## src/rtl/bpp_pkg.sv

```systemverilog
`timescale 1ns/1ps
package bpp_pkg;
    localparam int NUM_LANES = 2;
    localparam int LANE_SEND = 0;
    localparam int LANE_RECV = 1;

    typedef enum logic {
        DIR_SEND = 1'b0,
        DIR_RECV = 1'b1
    } bpp_dir_e;
endpackage

```

## src/rtl/bpp_lane.sv

```systemverilog
`timescale 1ns/1ps
module bpp_lane #(
    parameter int BYTE_W = 8
) (
    input  logic              clk,
    input  logic              rst_n,
    input  logic              sel_i,
    input  logic              wide_i,
    input  logic              last_i,
    input  logic              kill_i,
    input  logic [BYTE_W-1:0] byte_i,
    output logic              avail_o,
    output logic [BYTE_W-1:0] hold_o,
    output logic              flag_o
);
    typedef struct packed {
        logic              pend;
        logic              flag;
        logic [BYTE_W-1:0] hold;
    } lane_st_t;

    lane_st_t st_d, st_q;
    logic     avail;

    always_comb begin
        st_d  = st_q;
        avail = st_q.pend | (st_q.flag & ~kill_i);
        if (kill_i) begin
            st_d.flag = 1'b0;
        end
        if (sel_i) begin
            if (!wide_i) begin
                st_d.pend = 1'b0;
            end else if (avail) begin
                st_d.pend = 1'b0;
                st_d.flag = 1'b0;
            end else begin
                st_d.hold = byte_i;
                st_d.pend = ~last_i;
                st_d.flag = last_i;
            end
        end
    end

    always_ff @(posedge clk) begin
        if (!rst_n) begin
            st_q <= '0;
        end else begin
            st_q <= st_d;
        end
    end

    assign avail_o = avail;
    assign hold_o  = st_q.hold;
    assign flag_o  = st_q.flag;

    // an unpaired closing wide byte raises the flag
    assert_odd_end_parks_R3: assert property (@(posedge clk) disable iff (!rst_n)
        sel_i && wide_i && last_i && !avail_o |=> flag_o);

    // the flag rises only for such a byte
    assert_flag_rise_cause_R5: assert property (@(posedge clk) disable iff (!rst_n)
        $rose(flag_o) |-> $past(sel_i && wide_i && last_i));

    // a drop request always lowers the flag unless a new residue is parked
    assert_kill_drops_R6: assert property (@(posedge clk) disable iff (!rst_n)
        kill_i && !(sel_i && wide_i && last_i) |=> !flag_o);
endmodule

```

## src/rtl/bpp_out_stage.sv

```systemverilog
`timescale 1ns/1ps
module bpp_out_stage #(
    parameter int WORD_W = 16
) (
    input  logic              clk,
    input  logic              rst_n,
    input  logic              load_i,
    input  logic [WORD_W-1:0] word_i,
    input  logic              ready_i,
    output logic              valid_o,
    output logic [WORD_W-1:0] word_o,
    output logic              space_o
);
    typedef struct packed {
        logic              valid;
        logic [WORD_W-1:0] word;
    } out_st_t;

    out_st_t st_d, st_q;

    always_comb begin
        st_d = st_q;
        if (load_i) begin
            st_d.valid = 1'b1;
            st_d.word  = word_i;
        end else if (ready_i) begin
            st_d.valid = 1'b0;
        end
    end

    always_ff @(posedge clk) begin
        if (!rst_n) begin
            st_q <= '0;
        end else begin
            st_q <= st_d;
        end
    end

    assign valid_o = st_q.valid;
    assign word_o  = st_q.word;
    assign space_o = ~st_q.valid | ready_i;

    // a stalled word holds still
    assert_stall_hold_R9: assert property (@(posedge clk) disable iff (!rst_n)
        valid_o && !ready_i |=> valid_o && $stable(word_o));

    // no word is loaded over one that is still stalled
    assert_no_overwrite_R9: assert property (@(posedge clk) disable iff (!rst_n)
        load_i |-> !(valid_o && !ready_i));
endmodule

```

## src/rtl/byte_pair_packer.sv

```systemverilog
`timescale 1ns/1ps
module byte_pair_packer #(
    parameter int BYTE_W = 8
) (
    input  logic                clk,
    input  logic                rst_n,
    input  logic                in_valid_i,
    output logic                in_ready_o,
    input  logic [BYTE_W-1:0]   in_data_i,
    input  logic                in_last_i,
    input  logic                in_dir_i,
    input  logic                in_wide_i,
    input  logic                tx_clr_i,
    input  logic                rx_clr_i,
    output logic                out_valid_o,
    input  logic                out_ready_i,
    output logic [2*BYTE_W-1:0] out_data_o,
    output logic                tx_resid_o,
    output logic                rx_resid_o
);
    import bpp_pkg::*;

    localparam int WORD_W = 2 * BYTE_W;

    logic                 accept;
    logic                 space;
    logic                 load;
    logic [WORD_W-1:0]    word;
    logic                 cur_avail;
    logic [BYTE_W-1:0]    cur_hold;
    bpp_dir_e             dir;
    logic [NUM_LANES-1:0] lane_sel;
    logic [NUM_LANES-1:0] lane_kill;
    logic [NUM_LANES-1:0] lane_avail;
    logic [NUM_LANES-1:0] lane_flag;
    logic [BYTE_W-1:0]    lane_hold [NUM_LANES];

    assign dir    = bpp_dir_e'(in_dir_i);
    assign accept = in_valid_i & space;

    always_comb begin
        lane_sel            = '0;
        lane_sel[LANE_SEND] = accept & (dir == DIR_SEND);
        lane_sel[LANE_RECV] = accept & (dir == DIR_RECV);
        lane_kill            = '0;
        lane_kill[LANE_SEND] = tx_clr_i | (accept & ((dir == DIR_RECV) | ~in_wide_i));
        lane_kill[LANE_RECV] = rx_clr_i;
    end

    for (genvar g = 0; g < NUM_LANES; g++) begin : g_lane
        bpp_lane #(.BYTE_W(BYTE_W)) lane_i (
            .clk     (clk),
            .rst_n   (rst_n),
            .sel_i   (lane_sel[g]),
            .wide_i  (in_wide_i),
            .last_i  (in_last_i),
            .kill_i  (lane_kill[g]),
            .byte_i  (in_data_i),
            .avail_o (lane_avail[g]),
            .hold_o  (lane_hold[g]),
            .flag_o  (lane_flag[g])
        );
    end

    always_comb begin
        if (dir == DIR_RECV) begin
            cur_avail = lane_avail[LANE_RECV];
            cur_hold  = lane_hold[LANE_RECV];
        end else begin
            cur_avail = lane_avail[LANE_SEND];
            cur_hold  = lane_hold[LANE_SEND];
        end
        load = accept & (~in_wide_i | cur_avail);
        if (in_wide_i) begin
            word = {in_data_i, cur_hold};
        end else begin
            word = {{BYTE_W{1'b0}}, in_data_i};
        end
    end

    bpp_out_stage #(.WORD_W(WORD_W)) out_i (
        .clk     (clk),
        .rst_n   (rst_n),
        .load_i  (load),
        .word_i  (word),
        .ready_i (out_ready_i),
        .valid_o (out_valid_o),
        .word_o  (out_data_o),
        .space_o (space)
    );

    assign in_ready_o = space;
    assign tx_resid_o = lane_flag[LANE_SEND];
    assign rx_resid_o = lane_flag[LANE_RECV];

    // reset leaves everything empty
    assert_reset_empty_R1: assert property (@(posedge clk)
        !rst_n |=> !out_valid_o && !tx_resid_o && !rx_resid_o);

    // a receive byte drops the send residue
    assert_recv_drops_send_R7: assert property (@(posedge clk) disable iff (!rst_n)
        in_valid_i && in_ready_o && in_dir_i |=> !tx_resid_o);

    // narrow byte gives a zero-extended word and drops the send residue
    assert_narrow_word_R8: assert property (@(posedge clk) disable iff (!rst_n)
        in_valid_i && in_ready_o && !in_wide_i |=>
            out_valid_o && out_data_o[WORD_W-1:BYTE_W] == '0 && !tx_resid_o);

    // a parked send byte becomes the low half of the next send word
    assert_send_chain_R4: assert property (@(posedge clk) disable iff (!rst_n)
        in_valid_i && in_ready_o && !in_dir_i && in_wide_i && tx_resid_o && !tx_clr_i |=>
            out_valid_o && out_data_o == {$past(in_data_i), $past(lane_hold[LANE_SEND])});

    // ready drops only while a word is stalled
    assert_ready_stall_R9: assert property (@(posedge clk) disable iff (!rst_n)
        in_ready_o == !(out_valid_o && !out_ready_i));
endmodule

```

## config.mk

```make
export PLATFORM = sky130hd
export DESIGN_NAME = byte_pair_packer
export DESIGN_NICKNAME = d
export VERILOG_FILES = /design/src/rtl/bpp_pkg.sv /design/src/rtl/bpp_lane.sv /design/src/rtl/bpp_out_stage.sv /design/src/rtl/byte_pair_packer.sv
export SDC_FILE = /design/constraint.sdc
export NUM_CORES = 1
export LEC_CHECK = 0
export ABC_AREA = 1
export BUFFER_PORTS_ARGS = -buffer_cell sky130_fd_sc_hd__buf_2
export CORE_ASPECT_RATIO = 0.8
export CORE_MARGIN = 3
export CORE_UTILIZATION = 55
export CTS_CLUSTER_DIAMETER = 150
export DETAILED_ROUTE_END_ITERATION = 6
export PLACE_DENSITY = 0.86
export SYNTH_ARGS = -nofsm -noshare
export SYNTH_HDL_FRONTEND = slang
export SYNTH_SLANG_ARGS = --single-unit
```

## constraint.sdc

```tcl
create_clock -name clk -period 2.6 [get_ports clk]
set_clock_uncertainty 0.1 [all_clocks]
set_input_delay 0.26 -clock clk [delete_from_list [all_inputs] [get_ports clk]]
set_output_delay 0.26 -clock clk [all_outputs]
set_load 0.005 [all_outputs]
```

==> summary.txt <==
Setup path
  – WS Path Type: reg2reg
  – Worst EP arrival: 1.83 ns
  – Largest delay share family, worst path: simple AND/OR/NAND/NOR gates
  – Slowest cell delay on critical path: 0.50 ns
  – Worst reg-to-reg setup slack: 0.85 ns
  – CP max FO: 33
  – R2R cell count: 5
  – Worst path bufs/invs: 0
  – Slowest CP cell: nand3_2
  – Crit. End Element: flop
  – CP startpoint kind: flop
  – Worst r2r src: g_lane[1].lane_i.flag_o
  – Crit Reg-Reg Endpoint: out_i.word_o[9]
  – Worst EP required: 2.68 ns
  – Crit path top cell by count: nand2_1
  – CP Cell Sequence: nand2_1 -> nand2_1 -> nand3_2 -> a21boi_1 -> nor2_1

Route
  – Vias/cell: 5.17
  – Pre-antenna DRT Iters: 4
  – Final wirelength: 3.95 mm
  – Antenna-violating nets left: 0
  – Residual DRC count: 0
  – Total number of vias: 1686
  – Wirelength per Cell: 12.1 µm
  – Initial DRC count: 135

Clocking
  – CTS Buf Count: 5
  – Cts repair resizes: 0
  – Clock buffer depth: 2
  – Skew-Pair Late Insertion Delay: 0.29 ns
  – Post CTS Setup Buffer Count: 0
  – CTS Hold Bufs: 0
  – CTS H-tree depth: 2
  – Clock transition at the registers of the reported paths: 0.07 ns
  – CTS tree: done
  – Clock tree root driver cell: clkbuf_8
  – # clock sinks: 37

Layout
  – Fin nets: 305
  – Layout cell share with drive strength beyond 1: 18.8%
  – Post-Route Utilization: 69.3%
  – N_diodes: 0
  – Synthesis-to-layout area growth: 12.8%
  – Layout Cells excl Fill: 326

STA
  – Slew margin rel.: 60.1%
  – Final WS setup: 0.846 ns
  – Slew Viols, Final: 0
  – Fin crit period: 1.75 ns
  – Slew @ Worst Pin: 0.597 ns
  – Final worst-path cycle share: 67.5%
  – F_max: 570 MHz
  – Fin. Hold Viols: 0
  – TNS Setup: 0 ns
  – RSZ-0062 raised after global routing: no
  – # setup viols final: 0

Floorplan
  – Core Area: 2940 µm²
  – Die Height: 57.2 µm
  – Die Width: 70.0 µm
  – Initial Util: 61.4%
  – Io pins: 37
  – Rows: 17
  – Die area: 4010 µm²

Run
  – Max-cap viol count: 0

Power
  – LEAKAGE: 0.00100 µW
  – VDD IR-drop max: 0.467 mV
  – Pwr dens: 598 nW/µm²

Outcome
  – Status: complete, no violations

GRT
  – Pin count of the biggest net entering global routing: 35
  – Antenna violations before repair: 0
  – First-pass GRT wire length: 6.57 mm
  – Vias in the first global route: 1461
  – GRT Overall Usage: 20.4%
  – Total gr overflow: 0

Synthesis
  – Register area share after synthesis: 41.1%
  – Yosys warns: 0
  – Yosys reg bits: 37
  – Mapped cell area: 1800 µm²
  – Syn avg cell area: 6.96 µm²
  – Cell count after synthesis: 259
  – Yosys cell types: 22
  – Syn Nets: 276

Placed design
  – Post-place setup slack: 0.606 ns
  – PortBufs: 36
  – Hpwl dp: 2.64 mm
  – Placer Congestion: 0.835
  – Placed cell count: 319

Min path
  – Hold Crit Class: in2reg
  – Worst Hold Launch: in_last_i
  – WHS Path Cells: 3
  – WHS Endpoint: g_lane[1].lane_i.flag_o
[worst reg2reg max path, delay by kind of cell (launching register included)]
kind,cells,cell delay (ns)
DFF,1,0.34
AOI/OAI and AO/OA,1,0.38
and+or+nand+nor,4,0.82
[stage by stage]
step | total power (µW) | cell area (µm²) | hold WS [ns]
after floorplan | 764 | 1800 | 0.296
after detailed placement | 821 | 1950 | 0.366
after global placement | 816 | 1950 | 0.357
final | 1220 | 2030 | 0.141
after global routing | 1280 | 2030 | 0.155
after CTS | 1220 | 2030 | 0.141
[state kept, by name (all words and copies together) (netlist names)]
register	count
out_i.word_o	16
out_i.valid_o	1
g_lane.lane_i.st_q	2
g_lane.lane_i.flag_o	2
g_lane.lane_i.hold_o	16
[cell usage after synthesis]
master	count	area share, %
nor2_1	61	13
nand2_1	51	11
dfxtp_1	37	41
inv_1	18	3.7
nand3b_1	16	6.7
o21ai_0	16	4.4
a21oi_1	12	3.3
o22ai_1	8	2.8
a21boi_1	7	2.9
buf_2	7	1.9
nand2_2	6	2.1
clkbuf_1	4	0.83
buf_6	3	1.9
nand3_1	3	0.83
nand4_1	2	0.69
nor2_4	2	1.2
a21boi_0	1	0.42
clkinv_2	1	0.28
inv_2	1	0.21
nand3_2	1	0.56
nor2_2	1	0.35
o21bai_1	1	0.42
[cell families after synthesis]
group,synth area share (%)
buffers and inverters,8.88
and+or+nand+nor,35.7
AOI/OAI and AO/OA,14.3
DFF,41.1
[final cells by class]
class	instances	area [µm²]
Timing Repair Buffer	36	180
Multi-Input combinational cell	188	902
Clock buffer	7	86.3
Tap cell	38	47.5
Inverter	20	76.3
Fill cell	266	902
Sequential cell	37	741
[where the power goes]
group	internal, µW	switching, µW
clock	210	197
sequential	602	14.8
combinational	79.2	114
total	891	325
[worst max path at each step]
stage                                  from          endpoint  slack [ns]  cells after the start
floorplan                     out_i.valid_o   out_i.word_o[0]        1.34                      7
global placement                  in_wide_i  out_i.word_o[13]        0.67                      7
detailed placement                in_wide_i   out_i.word_o[6]        0.61                      8
CTS                 g_lane[1].lane_i.flag_o   out_i.word_o[9]        0.86                      5
global route                      in_wide_i  out_i.word_o[13]        0.65                      7
finish              g_lane[1].lane_i.flag_o   out_i.word_o[9]        0.85                      5
[per-layer routing]
metal | share of wire, % | global-route usage [%] | vias to the layer above
li1 | - | - | 883
met1 | 47 | 26.6 | 746
met2 | 46 | 33.0 | 48
met3 | 5.9 | 5.11 | 9
met4 | 1.4 | 7.38 | 0
met5 | 0 | 0 | -
[cell usage in the layout (no fill, tap or decap), drive strengths merged]
cell type  instances
a21boi             8
a21oi             12
buf               36
clkbuf             7
clkinv             1
dfxtp             37
inv               19
nand2             57
nand3              4
nand3b            16
nand4              2
nor2              64
o21ai             16
o21bai             1
o22ai              8
(Power assumes the default switching activity.)
